### src/rtl/xbus_pkg.sv
// Shared types for the external bus cycle controller.
// Assumes one outstanding request at a time.
package xbus_pkg;

    typedef enum logic [2:0] {
        ST_IDLE,
        ST_ADDR,
        ST_CMD,
        ST_WAIT,
        ST_END
    } cyc_state_t;

    localparam int unsigned NUM_STB = 4;

    // Strobe index: 0 io read, 1 io write, 2 mem read, 3 mem write.
    function automatic logic [1:0] stb_index(input logic io, input logic wr);
        return {~io, wr};
    endfunction

endpackage

### src/rtl/xbus_strap.sv
// Boot-strap latch: follows the strap pins while reset is held and keeps
// the last value seen once reset is released.
// Assumes the pins are stable during the final clock of reset.
module xbus_strap (
    input  logic clk,
    input  logic rst_n,
    input  logic pin_a0_i,
    input  logic pin_bhe_i,
    output logic boot16_o,
    output logic test_mode_o
);

    // Track the strap pins during reset and hold them afterwards.
    always_ff @(posedge clk) begin
        if (!rst_n) begin
            boot16_o    <= pin_bhe_i;
            test_mode_o <= ~pin_a0_i;
        end
    end

    a_r8_strap_hold: assert property (@(posedge clk) disable iff (!rst_n)
        $past(rst_n) |-> ($stable(boot16_o) && $stable(test_mode_o)));

endmodule

### src/rtl/xbus_seq.sv
// Cycle sequencer: walks idle, address, command, wait and end phases,
// samples the width feedback, and decides whether a word must be split.
// Assumes the byte enables are held steady by the lane unit for the
// whole request.
module xbus_seq
    import xbus_pkg::*;
(
    input  logic       clk,
    input  logic       rst_n,
    input  logic       req_valid_i,
    input  logic       test_mode_i,
    input  logic       cs16_n_i,
    input  logic       force16_i,
    input  logic [1:0] be_i,
    input  logic       rdy_i,
    output cyc_state_t state_o,
    output logic       phase_o,
    output logic       wide_o,
    output logic       req_ready_o,
    output logic       accept_o,
    output logic       capture_o,
    output logic       done_o
);

    cyc_state_t state_q, state_d;
    logic       phase_q;
    logic       wide_q;
    logic       split;
    logic       last;

    assign req_ready_o = (state_q == ST_IDLE) && !test_mode_i;
    assign accept_o    = req_ready_o && req_valid_i;
    assign split       = !wide_q && (be_i == 2'b11);
    assign last        = phase_q || !split;
    assign capture_o   = ((state_q == ST_CMD) || (state_q == ST_WAIT)) && rdy_i;
    assign done_o      = (state_q == ST_END) && last;
    assign state_o     = state_q;
    assign phase_o     = phase_q;
    assign wide_o      = wide_q;

    // Next-phase selection.
    always_comb begin
        state_d = state_q;
        case (state_q)
            ST_IDLE:         if (accept_o) state_d = ST_ADDR;
            ST_ADDR:         state_d = ST_CMD;
            ST_CMD, ST_WAIT: state_d = rdy_i ? ST_END : ST_WAIT;
            ST_END:          state_d = last ? ST_IDLE : ST_ADDR;
            default:         state_d = ST_IDLE;
        endcase
    end

    // Phase register, split half marker and width sample.
    always_ff @(posedge clk) begin
        if (!rst_n) begin
            state_q <= ST_IDLE;
            phase_q <= 1'b0;
            wide_q  <= 1'b0;
        end else begin
            state_q <= state_d;
            if (accept_o)
                phase_q <= 1'b0;
            else if ((state_q == ST_END) && !last)
                phase_q <= 1'b1;
            if (state_q == ST_ADDR)
                wide_q <= !cs16_n_i || force16_i;
        end
    end

    a_r6_wait_hold: assert property (@(posedge clk) disable iff (!rst_n)
        (((state_q == ST_CMD) || (state_q == ST_WAIT)) && !rdy_i) |=> (state_q == ST_WAIT));

    a_r11_done_pulse: assert property (@(posedge clk) disable iff (!rst_n)
        done_o |=> !done_o);

    a_r12_accept_to_addr: assert property (@(posedge clk) disable iff (!rst_n)
        accept_o |=> (state_q == ST_ADDR));

endmodule

### src/rtl/xbus_lanes.sv
// Request holding and byte-lane steering: latches the request, forms the
// cycle address (cascade overlay included) and high-byte enable, steers
// write bytes and gathers read bytes.
// Assumes the byte enables are never both zero.
module xbus_lanes #(
    parameter int unsigned ADDR_W = 26,
    parameter int unsigned CAS_W  = 3
) (
    input  logic              clk,
    input  logic              rst_n,
    input  logic              accept_i,
    input  logic [ADDR_W-1:1] addr_i,
    input  logic [1:0]        be_i,
    input  logic [15:0]       wdata_i,
    input  logic              write_i,
    input  logic              io_i,
    input  logic              inta_i,
    input  logic [CAS_W-1:0]  cascade_i,
    input  logic              force16_i,
    input  logic              phase_i,
    input  logic              wide_i,
    input  logic              capture_i,
    output logic [ADDR_W-1:0] cyc_addr_o,
    output logic              bhe_n_o,
    output logic [15:0]       wlanes_o,
    output logic [15:0]       rdata_o,
    input  logic [15:0]       rlanes_i,
    output logic [1:0]        be_o,
    output logic              write_o,
    output logic              io_o,
    output logic              inta_o,
    output logic              force16_o
);

    localparam int unsigned CAS_LSB = ADDR_W - CAS_W;

    logic [ADDR_W-1:1] addr_q;
    logic [CAS_W-1:0]  cas_q;
    logic [15:0]       wdata_q;
    logic              odd_only;
    logic [ADDR_W-1:0] base;

    assign odd_only   = phase_i || (be_o == 2'b10);
    assign base       = {addr_q, odd_only};
    assign cyc_addr_o = inta_o ? {cas_q, base[CAS_LSB-1:0]} : base;
    assign bhe_n_o    = ~be_o[1];
    assign wlanes_o   = odd_only ? {wdata_q[15:8], wdata_q[15:8]} : wdata_q;

    // Hold the request fields for the whole access.
    always_ff @(posedge clk) begin
        if (!rst_n) begin
            addr_q    <= '0;
            cas_q     <= '0;
            wdata_q   <= '0;
            be_o      <= 2'b01;
            write_o   <= 1'b0;
            io_o      <= 1'b0;
            inta_o    <= 1'b0;
            force16_o <= 1'b0;
        end else if (accept_i) begin
            addr_q    <= addr_i;
            cas_q     <= cascade_i;
            wdata_q   <= wdata_i;
            be_o      <= be_i;
            write_o   <= write_i;
            io_o      <= io_i;
            inta_o    <= inta_i;
            force16_o <= force16_i;
        end
    end

    // Gather read bytes into their request positions.
    always_ff @(posedge clk) begin
        if (!rst_n || accept_i) begin
            rdata_o <= '0;
        end else if (capture_i && !write_o) begin
            if (odd_only)
                rdata_o[15:8] <= wide_i ? rlanes_i[15:8] : rlanes_i[7:0];
            else if (wide_i)
                rdata_o <= {be_o[1] ? rlanes_i[15:8] : 8'h00, rlanes_i[7:0]};
            else
                rdata_o[7:0] <= rlanes_i[7:0];
        end
    end

    a_r3_second_half_odd: assert property (@(posedge clk) disable iff (!rst_n)
        (phase_i && !inta_o) |-> (cyc_addr_o[0] && !bhe_n_o));

endmodule

### src/rtl/xbus_cycle_ctrl.sv
// External bus cycle controller top: joins the strap latch, the sequencer
// and the lane unit, and decodes command strobes and output enables.
// Assumes the external pins are resolved outside: each *_oe_o gates its
// matching *_o value.
module xbus_cycle_ctrl
    import xbus_pkg::*;
#(
    parameter int unsigned ADDR_W = 26,
    parameter int unsigned CAS_W  = 3
) (
    input  logic              clk,
    input  logic              rst_n,
    input  logic              req_valid_i,
    output logic              req_ready_o,
    input  logic [ADDR_W-1:0] req_addr_i,
    input  logic [1:0]        req_be_i,
    input  logic              req_write_i,
    input  logic              req_io_i,
    input  logic              req_inta_i,
    input  logic [CAS_W-1:0]  req_cascade_i,
    input  logic              req_force16_i,
    input  logic [15:0]       req_wdata_i,
    output logic              done_o,
    output logic [15:0]       rdata_o,
    output logic [ADDR_W-1:0] bus_addr_o,
    output logic              bus_addr_oe_o,
    output logic              bus_bhe_n_o,
    output logic [15:0]       bus_data_o,
    input  logic [15:0]       bus_data_i,
    output logic              bus_data_oe_o,
    output logic              ior_n_o,
    output logic              iow_n_o,
    output logic              memr_n_o,
    output logic              memw_n_o,
    input  logic              cs16_n_i,
    output logic              cs16_n_o,
    output logic              cs16_oe_o,
    input  logic              rdy_i,
    input  logic              strap_a0_i,
    input  logic              strap_bhe_i,
    output logic              boot16_o,
    output logic              test_mode_o
);

    cyc_state_t          state;
    logic                phase, wide, accept, capture;
    logic [1:0]          be_q;
    logic                write_q, io_q, inta_q, force_q;
    logic                cmd_active;
    logic [1:0]          sel;
    logic [NUM_STB-1:0]  stb_n;

    xbus_strap u_strap (
        .clk         (clk),
        .rst_n       (rst_n),
        .pin_a0_i    (strap_a0_i),
        .pin_bhe_i   (strap_bhe_i),
        .boot16_o    (boot16_o),
        .test_mode_o (test_mode_o)
    );

    xbus_seq u_seq (
        .clk         (clk),
        .rst_n       (rst_n),
        .req_valid_i (req_valid_i),
        .test_mode_i (test_mode_o),
        .cs16_n_i    (cs16_n_i),
        .force16_i   (force_q),
        .be_i        (be_q),
        .rdy_i       (rdy_i),
        .state_o     (state),
        .phase_o     (phase),
        .wide_o      (wide),
        .req_ready_o (req_ready_o),
        .accept_o    (accept),
        .capture_o   (capture),
        .done_o      (done_o)
    );

    xbus_lanes #(.ADDR_W(ADDR_W), .CAS_W(CAS_W)) u_lanes (
        .clk        (clk),
        .rst_n      (rst_n),
        .accept_i   (accept),
        .addr_i     (req_addr_i[ADDR_W-1:1]),
        .be_i       (req_be_i),
        .wdata_i    (req_wdata_i),
        .write_i    (req_write_i),
        .io_i       (req_io_i),
        .inta_i     (req_inta_i),
        .cascade_i  (req_cascade_i),
        .force16_i  (req_force16_i),
        .phase_i    (phase),
        .wide_i     (wide),
        .capture_i  (capture),
        .cyc_addr_o (bus_addr_o),
        .bhe_n_o    (bus_bhe_n_o),
        .wlanes_o   (bus_data_o),
        .rdata_o    (rdata_o),
        .rlanes_i   (bus_data_i),
        .be_o       (be_q),
        .write_o    (write_q),
        .io_o       (io_q),
        .inta_o     (inta_q),
        .force16_o  (force_q)
    );

    assign cmd_active = ((state == ST_CMD) || (state == ST_WAIT)) && !inta_q;
    assign sel        = stb_index(io_q, write_q);

    // One strobe per access kind, low only while the command phase runs.
    for (genvar k = 0; k < NUM_STB; k++) begin : g_stb
        assign stb_n[k] = ~(cmd_active && (sel == k[1:0]));
    end

    assign ior_n_o  = stb_n[0];
    assign iow_n_o  = stb_n[1];
    assign memr_n_o = stb_n[2];
    assign memw_n_o = stb_n[3];

    assign bus_addr_oe_o = !test_mode_o;
    assign bus_data_oe_o = write_q && (state != ST_IDLE) && !test_mode_o;
    assign cs16_n_o      = 1'b0;
    assign cs16_oe_o     = force_q && (state != ST_IDLE);

    a_r1_read_no_drive: assert property (@(posedge clk) disable iff (!rst_n)
        (!ior_n_o || !memr_n_o) |-> !bus_data_oe_o);

    a_r9_test_quiet: assert property (@(posedge clk) disable iff (!rst_n)
        test_mode_o |-> (!req_ready_o && !bus_addr_oe_o && !bus_data_oe_o && !done_o));

    a_r10_idle_release: assert property (@(posedge clk) disable iff (!rst_n)
        req_ready_o |-> !bus_data_oe_o);

    a_r5_force_busy: assert property (@(posedge clk) disable iff (!rst_n)
        cs16_oe_o |-> !req_ready_o);

    a_r7_inta_no_strobe: assert property (@(posedge clk) disable iff (!rst_n)
        (inta_q && !req_ready_o) |-> (ior_n_o && iow_n_o && memr_n_o && memw_n_o));

endmodule

### config.mk
export PLATFORM = sky130hd
export DESIGN_NAME = xbus_cycle_ctrl
export DESIGN_NICKNAME = d
export VERILOG_FILES = /design/src/rtl/xbus_pkg.sv /design/src/rtl/xbus_strap.sv /design/src/rtl/xbus_seq.sv /design/src/rtl/xbus_lanes.sv /design/src/rtl/xbus_cycle_ctrl.sv
export SDC_FILE = /design/constraint.sdc
export NUM_CORES = 1
export LEC_CHECK = 0
export CAP_MARGIN = 10
export CELL_PAD_IN_SITES_DETAIL_PLACEMENT = 1
export CELL_PAD_IN_SITES_GLOBAL_PLACEMENT = 2
export CORE_ASPECT_RATIO = 0.8
export CORE_MARGIN = 5
export CORE_UTILIZATION = 22
export CTS_CLUSTER_DIAMETER = 60
export DETAILED_ROUTE_END_ITERATION = 12
export PLACE_DENSITY = 0.81
export SYNTH_ARGS = -nofsm -noshare
export SYNTH_HDL_FRONTEND = slang
export SYNTH_SLANG_ARGS = --single-unit
export TNS_END_PERCENT = 50
### constraint.sdc
create_clock -name clk -period 1.8 [get_ports clk]
set_clock_uncertainty 0.05 [all_clocks]
set_input_delay 0.36 -clock clk [delete_from_list [all_inputs] [get_ports clk]]
set_output_delay 0.36 -clock clk [all_outputs]
set_load 0.01 [all_outputs]
; ---- Word-level counts from Yosys, hierarchy flattened
; Index checks and enable logic that the tools add are counted.
[totals]
register_bits = 73
out_inout_bits = 71
[op_classes]
bitwise_logic = 9
reduce_logical = 36
n_eq_ne = 10
muxes = 10
[op_table]
columns = operator, n
row1 = 8-bit two-way mux, 5
row2 = 26-bit two-way mux, 1
row3 = 1-bit logical AND, 15
row4 = 3-bit one-hot mux with 4 select lines, 1
row5 = 1-bit NOT, 9
row6 = 2-bit equality test (second input constant), 4
row7 = 1-bit zero test, 8
row8 = 3-bit by 2-bit equality test with 1-bit output (second input constant), 2
row9 = 3-bit two-way mux, 2
row10 = 1-bit logical OR, 5
row11 = 2-bit AND reduction, 2
row12 = 2-bit OR reduction, 2
row13 = 3-bit by 1-bit equality test with 1-bit output (second input constant), 1
row14 = 3-bit equality test (second input constant), 1
row15 = 3-bit zero test, 1
row16 = 3-bit nonzero test, 1
row17 = 2-bit by 1-bit equality test with 1-bit output (second input constant), 1
row18 = 2-bit zero test, 1
row19 = 2-bit by 1-bit != test with 1-bit output (second input constant), 1
row20 = 2-bit nonzero test, 1
row21 = 1-bit two-way mux, 1

; ---- Longest topological paths before layout
; Gate-level depths: netlist (run 1).
[depth]
word_depth = 6
depth_mapped = 6
mapped_depth_nobuf = 4

; ---- Modules after synthesis
; A second synthesis (run 1) with hierarchy kept.
[hier_totals]
hier_cells = 349
hier_area_um2 = 3458.3
[modules_own_cells]
columns = module, instances, cells_each, area_per_inst_um2
row1 = xbus_lanes, 1, 302, 3064.2
row2 = xbus_seq, 1, 31, 246.5
row3 = xbus_cycle_ctrl, 1, 12, 80.1
row4 = xbus_strap, 1, 4, 67.6

; ---- Worst setup path before layout (run 1)
; Ideal clock, no wire load.
[synth_path]
kind = reg-to-output
startpoint = register u_lanes.be_o[1]
endpoint = output bus_data_o[0]
n_path_buf = 0
path_slack_ns = 0.215
t_arrival_ns = 1.175
t_required_ns = 1.390
stages_incl_launch_ff = 4
path_cell_list = dfxtp_1 nor2b_1 nor2_2 mux2_2
[synth_via]
elab_chain_cells = 3
[synth_rtl]
columns = element, line_no
row1 = start: declaration, xbus_lanes.sv:28  ; output logic [1:0] be_o,
row2 = start signal: assignment, xbus_lanes.sv:64  ; be_o <= be_i;
row3 = 2-bit equality test, xbus_lanes.sv:43  ; assign odd_only = phase_i || (be_o == 2'b10);
row4 = 1-bit logical OR, xbus_lanes.sv:43
row5 = 8-bit two-way mux, xbus_lanes.sv:47  ; assign wlanes_o = odd_only ? {wdata_q[15:8], wdata_q[15:8]} : wdata_q;
row6 = end: declaration, xbus_cycle_ctrl.sv:28  ; output logic [15:0] bus_data_o,
; Every way passes these cells.

; ---- Worst setup path in the final report (run 1)
[layout_path]
startpoint = register u_lanes.be_o[1]
endpoint = output bus_data_o[4]
; The elaborated chain is that of the path after synthesis.

==> impl_metrics.csv, run 1 <==
group,metric,value,unit
worst_setup_path,crit_type,"register to output port",
power,power_frac_seq,0.365,
global_route,grt_max_degree,31,
sta,setup_viol,8,
power,leakage,2.000,nW
die,rows,39,
sta,fin_crit,1893,ps
worst_setup_path,startpoint_type,"register",
cts,clkSinkCount,73,
synth,muxShareOfSynthArea,0.06417,
die,fp.dieH,117.5,um
global_route,grt_first_pass_wirelength,18000,um
sta,hold_ws,404.0,ps
drt,wl_per_cell,15.54,um
hold_path,hold_end,"u_lanes.addr_q[20]",
global_route,grt_use_total,0.1348,
die,pin_count,145,
placed_design,gp_congestion,0.7890,
worst_setup_path,rr_startpoint,"u_seq.state_o[1]",
placed_design,port_buffers,142,
drt,routed_via_density,4.301,
drt,vias,3075,
layout,n_fill_cell,1685,
layout,area_growth,65.71,%
drt,drc,0,
power,vdd_ir_drop_max,0.4150,mV
cts,cts_root_buf,"clkbuf_16",
synth,synth-edff-count,2,
die,coreArea,14200,um2
cts,htree_levels,3,
synth,yosysSeqAreaShare,0.4661,
placed_design,dp_hpwl,8274,um
placed_design,placed_area,4812,um2
worst_setup_path,worstPathMaxFanout,5,
synth,synthAdderAreaFrac,0,
cts,max-clock-path-buffers,2,
synth,synth-simple-area-share,0.1933,
global_route,grt_pass1_vias,3381,
status,outcome,"complete, but fails checks",
synth,synthesis.instances,390,
worst_setup_path,end_kind,"output port",
cts,cts_tree,"built",
sta,fin_setup_tns,-699.9,ps
synth,synth_seq_cells,73,
global_route,antenna_found_initial,0,
synth,ys_warn_count,0,
drt,firstDrtPassIters,4,
layout,nets,600,
hold_path,min_from,"u_lanes.addr_q[20]",
power,powerDensity,959.2,nW/um2
sta,clock.fmax,528.2,MHz
status,violations,"negative setup slack",
global_route,overflow,0,
synth,synth_top_area_share,0.4472,
die,fp.dieArea,16960,um2
cts,cts_buffers,9,
synth,syn_nets,464,
drt,finalWirelength,11110,um
layout,final_area,5266,um2
die,start_util,0.2238,
hold_path,holdPathStages,2,
sta,rsz0062_at_grt,"true",
synth,synthArstFlopShare,0,
synth,synth-xor-area-share,0,
sta,maxSlewViolCount,0,
worst_setup_path,reg2reg_setup_slack,130,ps
synth,synth.area.top_cells,"dfxtp_1 45%, nand2_1 12%, a21oi_1 10%",
synth,synth.distinct_cells,34,
synth,syn_area_per_cell,8.149,um2
worst_setup_path,r2r_end,"u_lanes.wdata_q[3]",
power,p_sw,1.382,mW
synth,syn-cell-area,3178,um2
synth,synth_top_flop_cell,"dfxtp_1",
cts,insertion_delay,340,ps
power,swShare,0.2736,
worst_setup_path,r2r_cells,8,
layout,n_antenna_cell,0,
drt,antenna_left,0,
drt,drtIter0Drc,82,
worst_setup_path,arrival,1480,ps
power,clkPwrFrac,0.394,
synth,yosysTopAreaCell,"dfxtp_1",
die,die_x,144.4,um
power,p_comb_frac,0.242,
hold_path,hold_class,"register to register",
sta,setup_ws,-93.39,ps
synth,synth_compound_area_frac,0.1551,
synth,synth_top_family_by_area,"simple AND/OR/NAND/NOR gates",
job,drv_cap,0,
power,p_int,3.670,mW
sta,post-route-period-util,1.052,
sta,finalHoldViolCount,0,
cts,clkTransAtPathRegs,60,ps
layout,drive_gt1_frac,0.1883,
worst_setup_path,required,1390,ps
## critical path, cell delays in order, from the launching register on
cell and delay, ps:
dfxtp_2 320, nor2b_4 130, nor2_4 120, buf_8 150, mux2_4 310, buf_6 120
## repair_timing
| item | CTS | global route |
|---|---|---|
| cloned | 1 | 0 |
| setup endpoints to repair | 23 | 19 |
| buffers inserted | 3 | 2 |
| hold buffers | 0 | 0 |
| gates resized for setup | 102 | 10 |
| pin swaps | 4 | 3 |
## per-layer routing
layer  track usage  up-vias  part of all wire
met5             0        -                 0
met4       0.04138        0             0.014
met3       0.04549       10             0.066
met2        0.2274       80              0.49
met1        0.1608     1451              0.43
li1              -     1534                 -
## worst max path at each step
stage                     from       endpoint  slack [ps]  cells past startpoint
2_1_floorplan  u_lanes.be_o[1]  bus_data_o[0]         220                      3
3_5_place_dp   u_lanes.be_o[1]  bus_data_o[0]        -180                      5
3_3_place_gp   u_lanes.be_o[1]  bus_data_o[0]        -170                      5
4_1_cts        u_lanes.be_o[1]  bus_data_o[5]        -200                      6
5_1_grt        u_lanes.be_o[1]  bus_data_o[3]        -150                      5
6_report       u_lanes.be_o[1]  bus_data_o[4]         -90                      5
## cell usage after synthesis, types with 2 or more instances
| library cell | count |
|---|---|
| nand3_1 | 3 |
| inv_1 | 13 |
| nor2_1 | 18 |
| nand2b_1 | 4 |
| a21oi_1 | 66 |
| mux2i_1 | 8 |
| clkbuf_1 | 11 |
| o221ai_1 | 8 |
| mux2_2 | 11 |
| dfxtp_1 | 71 |
| nor2b_1 | 3 |
| buf_2 | 8 |
| nand3b_1 | 2 |
| nand2_1 | 104 |
| edfxtp_1 | 2 |
| buf_4 | 33 |
| o21ai_1 | 8 |
## cell usage in the layout, fill, tap and decap left out, types with 4 or more instances in the layout
| cell | n |
|---|---|
| buf_6 | 12 |
| inv_1 | 13 |
| clkdlybuf4s50_1 | 119 |
| clkbuf_16 | 9 |
| nand2_1 | 103 |
| buf_12 | 5 |
| buf_4 | 27 |
| dfxtp_2 | 5 |
| o221ai_1 | 8 |
| a21oi_1 | 65 |
| nor2_4 | 4 |
| dfxtp_1 | 65 |
| dlygate4sd2_1 | 6 |
| mux2i_1 | 8 |
| nor2_1 | 15 |
| mux2_4 | 8 |
| o21ai_1 | 8 |
## logic make-up (layout without fill, tap and decap cells)
group | after synthesis | after routing
AO/OA/AOI/OAI | 88 | 88
AND/OR/NAND/NOR | 143 | 143
other | 1 | 1
multiplexers | 19 | 19
buffers and inverters | 66 | 207
flip-flops | 73 | 73
## final cells by class
cell class / count / area (um2) / share of cell area
Clock buffer: 10 / 239.0 / 0.04538
Timing Repair Buffer: 177 / 1747 / 0.3317
Sequential cell: 73 / 1491 / 0.2832
Inverter: 14 / 52.55 / 0.009979
Tap cell: 184 / 230.2 / 0.04372
Multi-Input combinational cell: 251 / 1415 / 0.2687
Clock inverter: 6 / 91.34 / 0.01734
## power groups by stage
stage / clock, mW / sequential (mW) / combinational (mW)
final: 1.99 / 1.84 / 1.22
after global routing: 2.12 / 1.86 / 1.33
after CTS: 2.06 / 1.84 / 1.22
after detailed placement: 0 / 1.87 / 1.17
after global placement: 0 / 1.86 / 1.15
after floorplan: 0 / 1.86 / 0.562
## flip-flops by register name, indices dropped and copies added (netlist names)
signal,cells
u_seq.phase_o,1
u_lanes.rdata_o,16
u_lanes.cas_q,3
u_strap.test_mode_o,1
u_seq.state_o,3
u_lanes.be_o,2
u_lanes.force16_o,1
u_lanes.inta_o,1
u_lanes.write_o,1
u_lanes.io_o,1
u_lanes.wdata_q,16
u_strap.boot16_o,1
u_seq.wide_o,1
u_lanes.addr_q,25
## per-stage QoR
stage | worst slack (ps) | util | instances | total power [mW]
after global routing | -154.7 | 0.3709 | 715 | 5.320
after detailed placement | -178.6 | 0.3389 | 695 | 3.038
after global placement | -169.8 | 0.3389 | 695 | 3.008
final | -93.39 | 0.3709 | 715 | 5.052
after floorplan | 215.5 | - | 390 | 2.424
after CTS | -200.7 | 0.3717 | 715 | 5.126
No activity file was read; power rests on OpenSTA's default activity.
==> run 2, diff against run 1 <==
--- a/config.mk
+++ b/config.mk
@@ -13,6 +13,7 @@
 export CORE_UTILIZATION = 22
 export CTS_CLUSTER_DIAMETER = 60
 export DETAILED_ROUTE_END_ITERATION = 12
+export GPL_TIMING_DRIVEN = 1
 export PLACE_DENSITY = 0.81
 export SYNTH_ARGS = -nofsm -noshare
 export SYNTH_HDL_FRONTEND = slang
==> results of run 2 <==
Same layout as run 1: the final DEF is identical, and so are final timing and power.
